## src/rtl/rxq_pkg.sv

```systemverilog
package rxq_pkg;
    localparam int unsigned DATA_W = 9;

    typedef struct packed {
        logic [DATA_W-1:0] data;
        logic              perr;
        logic              ferr;
    } rxq_entry_t;

    typedef enum logic [1:0] {
        OP_HOLD = 2'b00,
        OP_POP  = 2'b01,
        OP_PUSH = 2'b10,
        OP_BOTH = 2'b11
    } rxq_op_e;

    function automatic rxq_op_e make_op(input logic push, input logic pop);
        return rxq_op_e'({push, pop});
    endfunction
endpackage

```

## src/rtl/rxq_store.sv

```systemverilog
module rxq_store
    import rxq_pkg::*;
#(
    parameter int unsigned DEPTH = 16,
    localparam int unsigned PTR_W = $clog2(DEPTH),
    localparam int unsigned CNT_W = $clog2(DEPTH + 1)
) (
    input  logic             clk,
    input  logic             rst,
    input  logic             clr,
    input  logic             do_push,
    input  logic             do_pop,
    input  rxq_entry_t       wr_entry,
    output rxq_entry_t       head,
    output logic [CNT_W-1:0] count,
    output logic             full,
    output logic             empty
);
    rxq_entry_t       mem [DEPTH];
    logic [PTR_W-1:0] wptr, rptr;

    function automatic logic [PTR_W-1:0] bump(input logic [PTR_W-1:0] p);
        return (p == PTR_W'(DEPTH - 1)) ? '0 : p + 1'b1;
    endfunction

    always_ff @(posedge clk) begin
        if (rst || clr) begin
            wptr  <= '0;
            rptr  <= '0;
            count <= '0;
        end else begin
            if (do_push) wptr <= bump(wptr);
            if (do_pop)  rptr <= bump(rptr);
            case (make_op(do_push, do_pop))
                OP_PUSH: count <= count + 1'b1;
                OP_POP:  count <= count - 1'b1;
                default: count <= count;
            endcase
        end
    end

    for (genvar i = 0; i < DEPTH; i++) begin : g_slot
        always_ff @(posedge clk) begin
            if (rst)
                mem[i] <= '0;
            else if (do_push && wptr == PTR_W'(i))
                mem[i] <= wr_entry;
        end
    end

    assign head  = mem[rptr];
    assign full  = (count == CNT_W'(DEPTH));
    assign empty = (count == '0);
endmodule

```

## src/rtl/rxq_tally.sv

```systemverilog
module rxq_tally #(
    parameter int unsigned CNT_W = 5
) (
    input  logic             clk,
    input  logic             rst,
    input  logic             clr,
    input  logic             inc,
    input  logic             dec,
    output logic [CNT_W-1:0] cnt
);
    always_ff @(posedge clk) begin
        if (rst || clr)
            cnt <= '0;
        else if (inc && !dec)
            cnt <= cnt + 1'b1;
        else if (dec && !inc)
            cnt <= cnt - 1'b1;
    end
endmodule

```

## src/rtl/rxq_idle.sv

```systemverilog
module rxq_idle #(
    parameter int unsigned LIMIT = 15,
    localparam int unsigned TW = $clog2(LIMIT + 1)
) (
    input  logic clk,
    input  logic rst,
    input  logic restart,
    input  logic tick,
    output logic expired
);
    logic [TW-1:0] ticks;

    always_ff @(posedge clk) begin
        if (rst || restart)
            ticks <= '0;
        else if (tick && ticks != TW'(LIMIT))
            ticks <= ticks + 1'b1;
    end

    assign expired = (ticks == TW'(LIMIT));
endmodule

```

## src/rtl/rx_fifo_trig.sv

```systemverilog
module rx_fifo_trig
    import rxq_pkg::*;
#(
    parameter int unsigned DEPTH     = 16,
    parameter int unsigned IDLE_BITS = 15,
    localparam int unsigned TRIG_W = $clog2(DEPTH),
    localparam int unsigned CNT_W  = $clog2(DEPTH + 1)
) (
    input  logic              clk,
    input  logic              rst,
    input  logic              bit_tick,
    input  logic              wr_valid,
    input  logic [DATA_W-1:0] wr_data,
    input  logic              wr_perr,
    input  logic              wr_ferr,
    input  logic              rd_pop,
    input  logic              flush,
    input  logic [TRIG_W-1:0] rx_trig,
    input  logic [TRIG_W-1:0] rts_trig,
    output logic [DATA_W-1:0] rd_data,
    output logic              rd_perr,
    output logic              rd_ferr,
    output logic [CNT_W-1:0]  fill,
    output logic [CNT_W-1:0]  ferr_cnt,
    output logic [CNT_W-1:0]  perr_cnt,
    output logic              full_thr,
    output logic              data_ready,
    output logic              rts_n,
    output logic              overrun
);
    rxq_entry_t in_e, head_e;
    logic       full, empty, push_ok, pop_ok, idle_done;

    assign in_e    = '{data: wr_data, perr: wr_perr, ferr: wr_ferr};
    assign pop_ok  = rd_pop && !empty;
    assign push_ok = wr_valid && (!full || rd_pop);

    rxq_store #(.DEPTH(DEPTH)) u_store (
        .clk(clk), .rst(rst), .clr(flush),
        .do_push(push_ok), .do_pop(pop_ok),
        .wr_entry(in_e), .head(head_e),
        .count(fill), .full(full), .empty(empty)
    );

    rxq_tally #(.CNT_W(CNT_W)) u_ferr (
        .clk(clk), .rst(rst), .clr(flush),
        .inc(push_ok && wr_ferr), .dec(pop_ok && head_e.ferr),
        .cnt(ferr_cnt)
    );

    rxq_tally #(.CNT_W(CNT_W)) u_perr (
        .clk(clk), .rst(rst), .clr(flush),
        .inc(push_ok && wr_perr), .dec(pop_ok && head_e.perr),
        .cnt(perr_cnt)
    );

    rxq_idle #(.LIMIT(IDLE_BITS)) u_idle (
        .clk(clk), .rst(rst),
        .restart(flush || wr_valid || rd_pop),
        .tick(bit_tick), .expired(idle_done)
    );

    always_ff @(posedge clk) begin
        if (rst || flush)
            overrun <= 1'b0;
        else if (wr_valid && full && !rd_pop)
            overrun <= 1'b1;
    end

    assign rd_data    = head_e.data;
    assign rd_perr    = head_e.perr;
    assign rd_ferr    = head_e.ferr;
    assign full_thr   = (fill >= CNT_W'(rx_trig));
    assign rts_n      = (fill >= CNT_W'(rts_trig));
    assign data_ready = idle_done && !empty && (fill <= CNT_W'(rx_trig));
endmodule

```

## config.mk

```make
export PLATFORM = sky130hd
export DESIGN_NAME = rx_fifo_trig
export DESIGN_NICKNAME = d
export VERILOG_FILES = /design/src/rtl/rxq_pkg.sv /design/src/rtl/rxq_store.sv /design/src/rtl/rxq_tally.sv /design/src/rtl/rxq_idle.sv /design/src/rtl/rx_fifo_trig.sv
export SDC_FILE = /design/constraint.sdc
export NUM_CORES = 1
export LEC_CHECK = 0
export ABC_CLOCK_PERIOD_IN_PS = 7200
export BUFFER_PORTS_ARGS = -buffer_cell sky130_fd_sc_hd__buf_2
export CAP_MARGIN = 20
export CORE_ASPECT_RATIO = 1.2
export CORE_MARGIN = 2
export CORE_UTILIZATION = 35
export CTS_CLUSTER_DIAMETER = 150
export DETAILED_ROUTE_END_ITERATION = 16
export HOLD_SLACK_MARGIN = 0.03
export PLACE_DENSITY = 0.56
export SYNTH_ARGS = -nofsm -noshare
export SYNTH_HDL_FRONTEND = slang
export SYNTH_HIERARCHICAL = 1
export SYNTH_SLANG_ARGS = --single-unit
```

## constraint.sdc

```tcl
create_clock -name clk -period 7.2 [get_ports clk]
set_clock_uncertainty 0.1 [all_clocks]
set_input_delay 1.44 -clock clk [delete_from_list [all_inputs] [get_ports clk]]
set_output_delay 1.44 -clock clk [all_outputs]
set_load 0.01 [all_outputs]
```

==> metrics.txt <==
final wirelength 20,970 µm; RSZ-0062 raised after global routing no; Placed Cells 1,158; port bufs 54; unique cell type count in the Yosys netlist 52; Worst slew margin 29.71%; Mapped Nets 813; flop2flop setup slack 3.34 ns; layout cell share with drive strength beyond 1 18.97%; hold_ws 0.3869 ns; Mapped Cells 760; Worst EP arrival 2.76 ns; asr flop ratio synth 0%; fin. max-slew vios 0; register area share after synthesis 58.32%; total CTS buffers 21; number of synthesized flops with an enable pin 176; largest family of logic cells by synthesized area simple AND/OR/NAND/NOR gates; clock transition at the registers of the reported paths 0.06 ns; Routed wire per std cell 17.45 µm; Worst VDD drop 0.1223 mV; simple-gate share of the synthesized area 17.26%; Post-CTS Setup Inserts 0; Synth Area in XOR/XNOR 0.7758%; Place WS 2.902 ns; Syn-to-layout area delta 12.18%; Clock Path Buffers 3; Worst EP required 5.66 ns; # setup viols final 0; CTS root buf clkbuf_16; Die Wd 159.5 µm; Resize count post-CTS 0; vias per cell 4.881; initial antenna violation count 0; vias in the first global route 5,999; Compound-Gate Fraction of Synth Area 6.465%; Critical Path Source Type primary input; TritonCTS clock tree built; crit-path max FO 2; core box area 28,670 µm²; 1st-iter DRT viols 301; CTS Sinks 208; IO Pins 55; minimum clock period 4.299 ns; fillcell total 2,680; Hold Path Class reg -> reg; Non-Filler Instances 1,202; GR Overflow Total 0; Post-Syn Area 10,160 µm²; first-pass GRT wire length 33,850 µm; final hold violations 0; Cell Pwr Density 220.9 nW/µm²; mux cell area share after synthesis 10.25%; Post-DP HPWL 14,450 µm; H-tree Lvls 1; MaxCap Viol Count 0; multi-input logic area 3896 µm²; Die ar. 30,420 µm²; initial core utilization 35.44%; Total Neg Setup Slack 0 ns; outcome finished, final reports clean; drt pass-1 iters 5; Worst Max-Slew Pin Slew 1.052 ns; Placer Congestion 0.7570; Mean Syn Cell Area 13.37 µm²; yosys warns 6; Global Route Usage Sum 13.99%; post-route setup slack 2.901 ns; pin count of the biggest net entering global routing 45; DRC 0; post-synth top area cell edfxtp_1; Synth Area in Adders 3.596%; Peak Freq 232.6 MHz; Worst-Skew Late Latency 0.49 ns; remaining antenna violation count 0; total power 2.518 mW; vias 5,867; nets 856; antenna cells 0; FF+latch count, synth 208; Area contributors post-synth edfxtp_1, and2_1, mux4_2, dfxtp_1, ha_1; Site Rows 68; Crit. End Element output port; Setup Crit Path Kind in -> out; Pleak 4.293 nW; Die Span Y 190.7 µm; period utilisation layout 59.71%; Top FF cell, synth edfxtp_1; FF+latch area 5931 µm²; Hold-fix buffers, CTS 0; Yosys top cell area share 52.01%
-- metrics by stage --
step / instance area, µm² / util [%]
after floorplan: 10160 / -
after global placement: 10730 / 37.42
after detailed placement: 10750 / 37.49
after CTS: 11350 / 39.57
after global routing: 11400 / 39.75
final: 11400 / 39.75
-- Yosys cell counts (2+ instances only) --
cell and n:
nor2_1 33, or4_1 2, or2_1 2, o21ai_0 6, inv_1 19, nor4bb_1 2, nand4_1 2, and2_1 184
a21o_1 7, nor4_1 2, and3_1 3, or3_1 3, edfxtp_1 176, xnor2_1 3, mux4_2 44, ha_1 26
nor2b_1 4, buf_6 4, nand4b_1 7, nand2b_1 8, fa_1 2, a311oi_1 2, dfxtp_1 32, clkbuf_2 6
xor2_1 6, a31o_1 2, nor3_1 11, clkbuf_1 27, a211oi_1 2, o21bai_1 16, buf_2 16, a22oi_1 22
o211ai_1 3, a2111oi_2 2, nand3_1 10, a211o_1 3, mux2i_1 5, a21oi_1 16, nand2_1 27
-- path summary, 6_finish.rpt --
kind | start | endpoint | cells past startpoint
setup / recovery | rx_trig[2] | data_ready | 8
hold / removal | u_idle/ticks[1]$_SDFFE_PP0P_ | u_idle/ticks[1]$_SDFFE_PP0P_ | 2
setup reg to reg | register | u_perr/cnt[4]$_SDFFE_PP0P_ | 12
hold reg to reg | u_idle/ticks[1]$_SDFFE_PP0P_ | u_idle/ticks[1]$_SDFFE_PP0P_ | 2
-- kinds of logic after synthesis --
family / count (synthesis)
buf+inv: 74
fa+ha+maj: 28
flops: 208
xor+xnor: 9
compound gates: 89
mux: 49
simple gates: 303
-- registers in the layout, indices dropped and copies added (netlist names), named ones only --
register       count
u_store/mem      176
u_ferr/cnt         5
u_perr/cnt         5
u_store/count      5
u_idle/ticks       4
u_store/rptr       4
u_store/wptr       4
overrun            1
-- final cells by class --
cell class / count / area share (%)
clock buffer: 28 / 4.841
timing repair buffer: 74 / 3.666
clock inverter: 9 / 0.3952
multi-input combinational: 478 / 34.18
sequential: 208 / 52.03
tap: 385 / 4.226
inverter: 20 / 0.6586
-- metal layers --
layer	routed length [µm]	track usage, %	up-vias
met4	416	3.951	0
met3	776	1.740	29
li1	-	-	2868
met5	0	0	-
met1	9251	18.06	2857
met2	10530	24.78	113
-- where the power goes --
group	internal, mW	total [mW]	switching (mW)
combinational	0.0703	0.167	0.0972
sequential	1.34	1.36	0.0202
clock	0.539	0.987	0.447
total	1.95	2.52	0.565
-- critical path, stage by stage --
cell and delay, ns:
buf_2 0.07, inv_1 0.03, ha_1 0.30, a21o_1 0.18, a211oi_1 0.32, o21ai_0 0.15
a21oi_1 0.13, buf_2 0.14
-- cells in the final DEF, fill, tap and decap left out, drive strengths merged, types with 16 or more instances in the layout --
cell    netlist  layout
a21oi        16      16
a22oi        22      22
and2        184     184
buf          21      73
clkbuf       33      29
dfxtp        32      32
edfxtp      176     176
ha           26      26
inv          20      21
mux4         44      44
nand2        27      27
nor2         33      33
o21bai       16      16
Note: power is estimated with default switching activity, not from simulation.
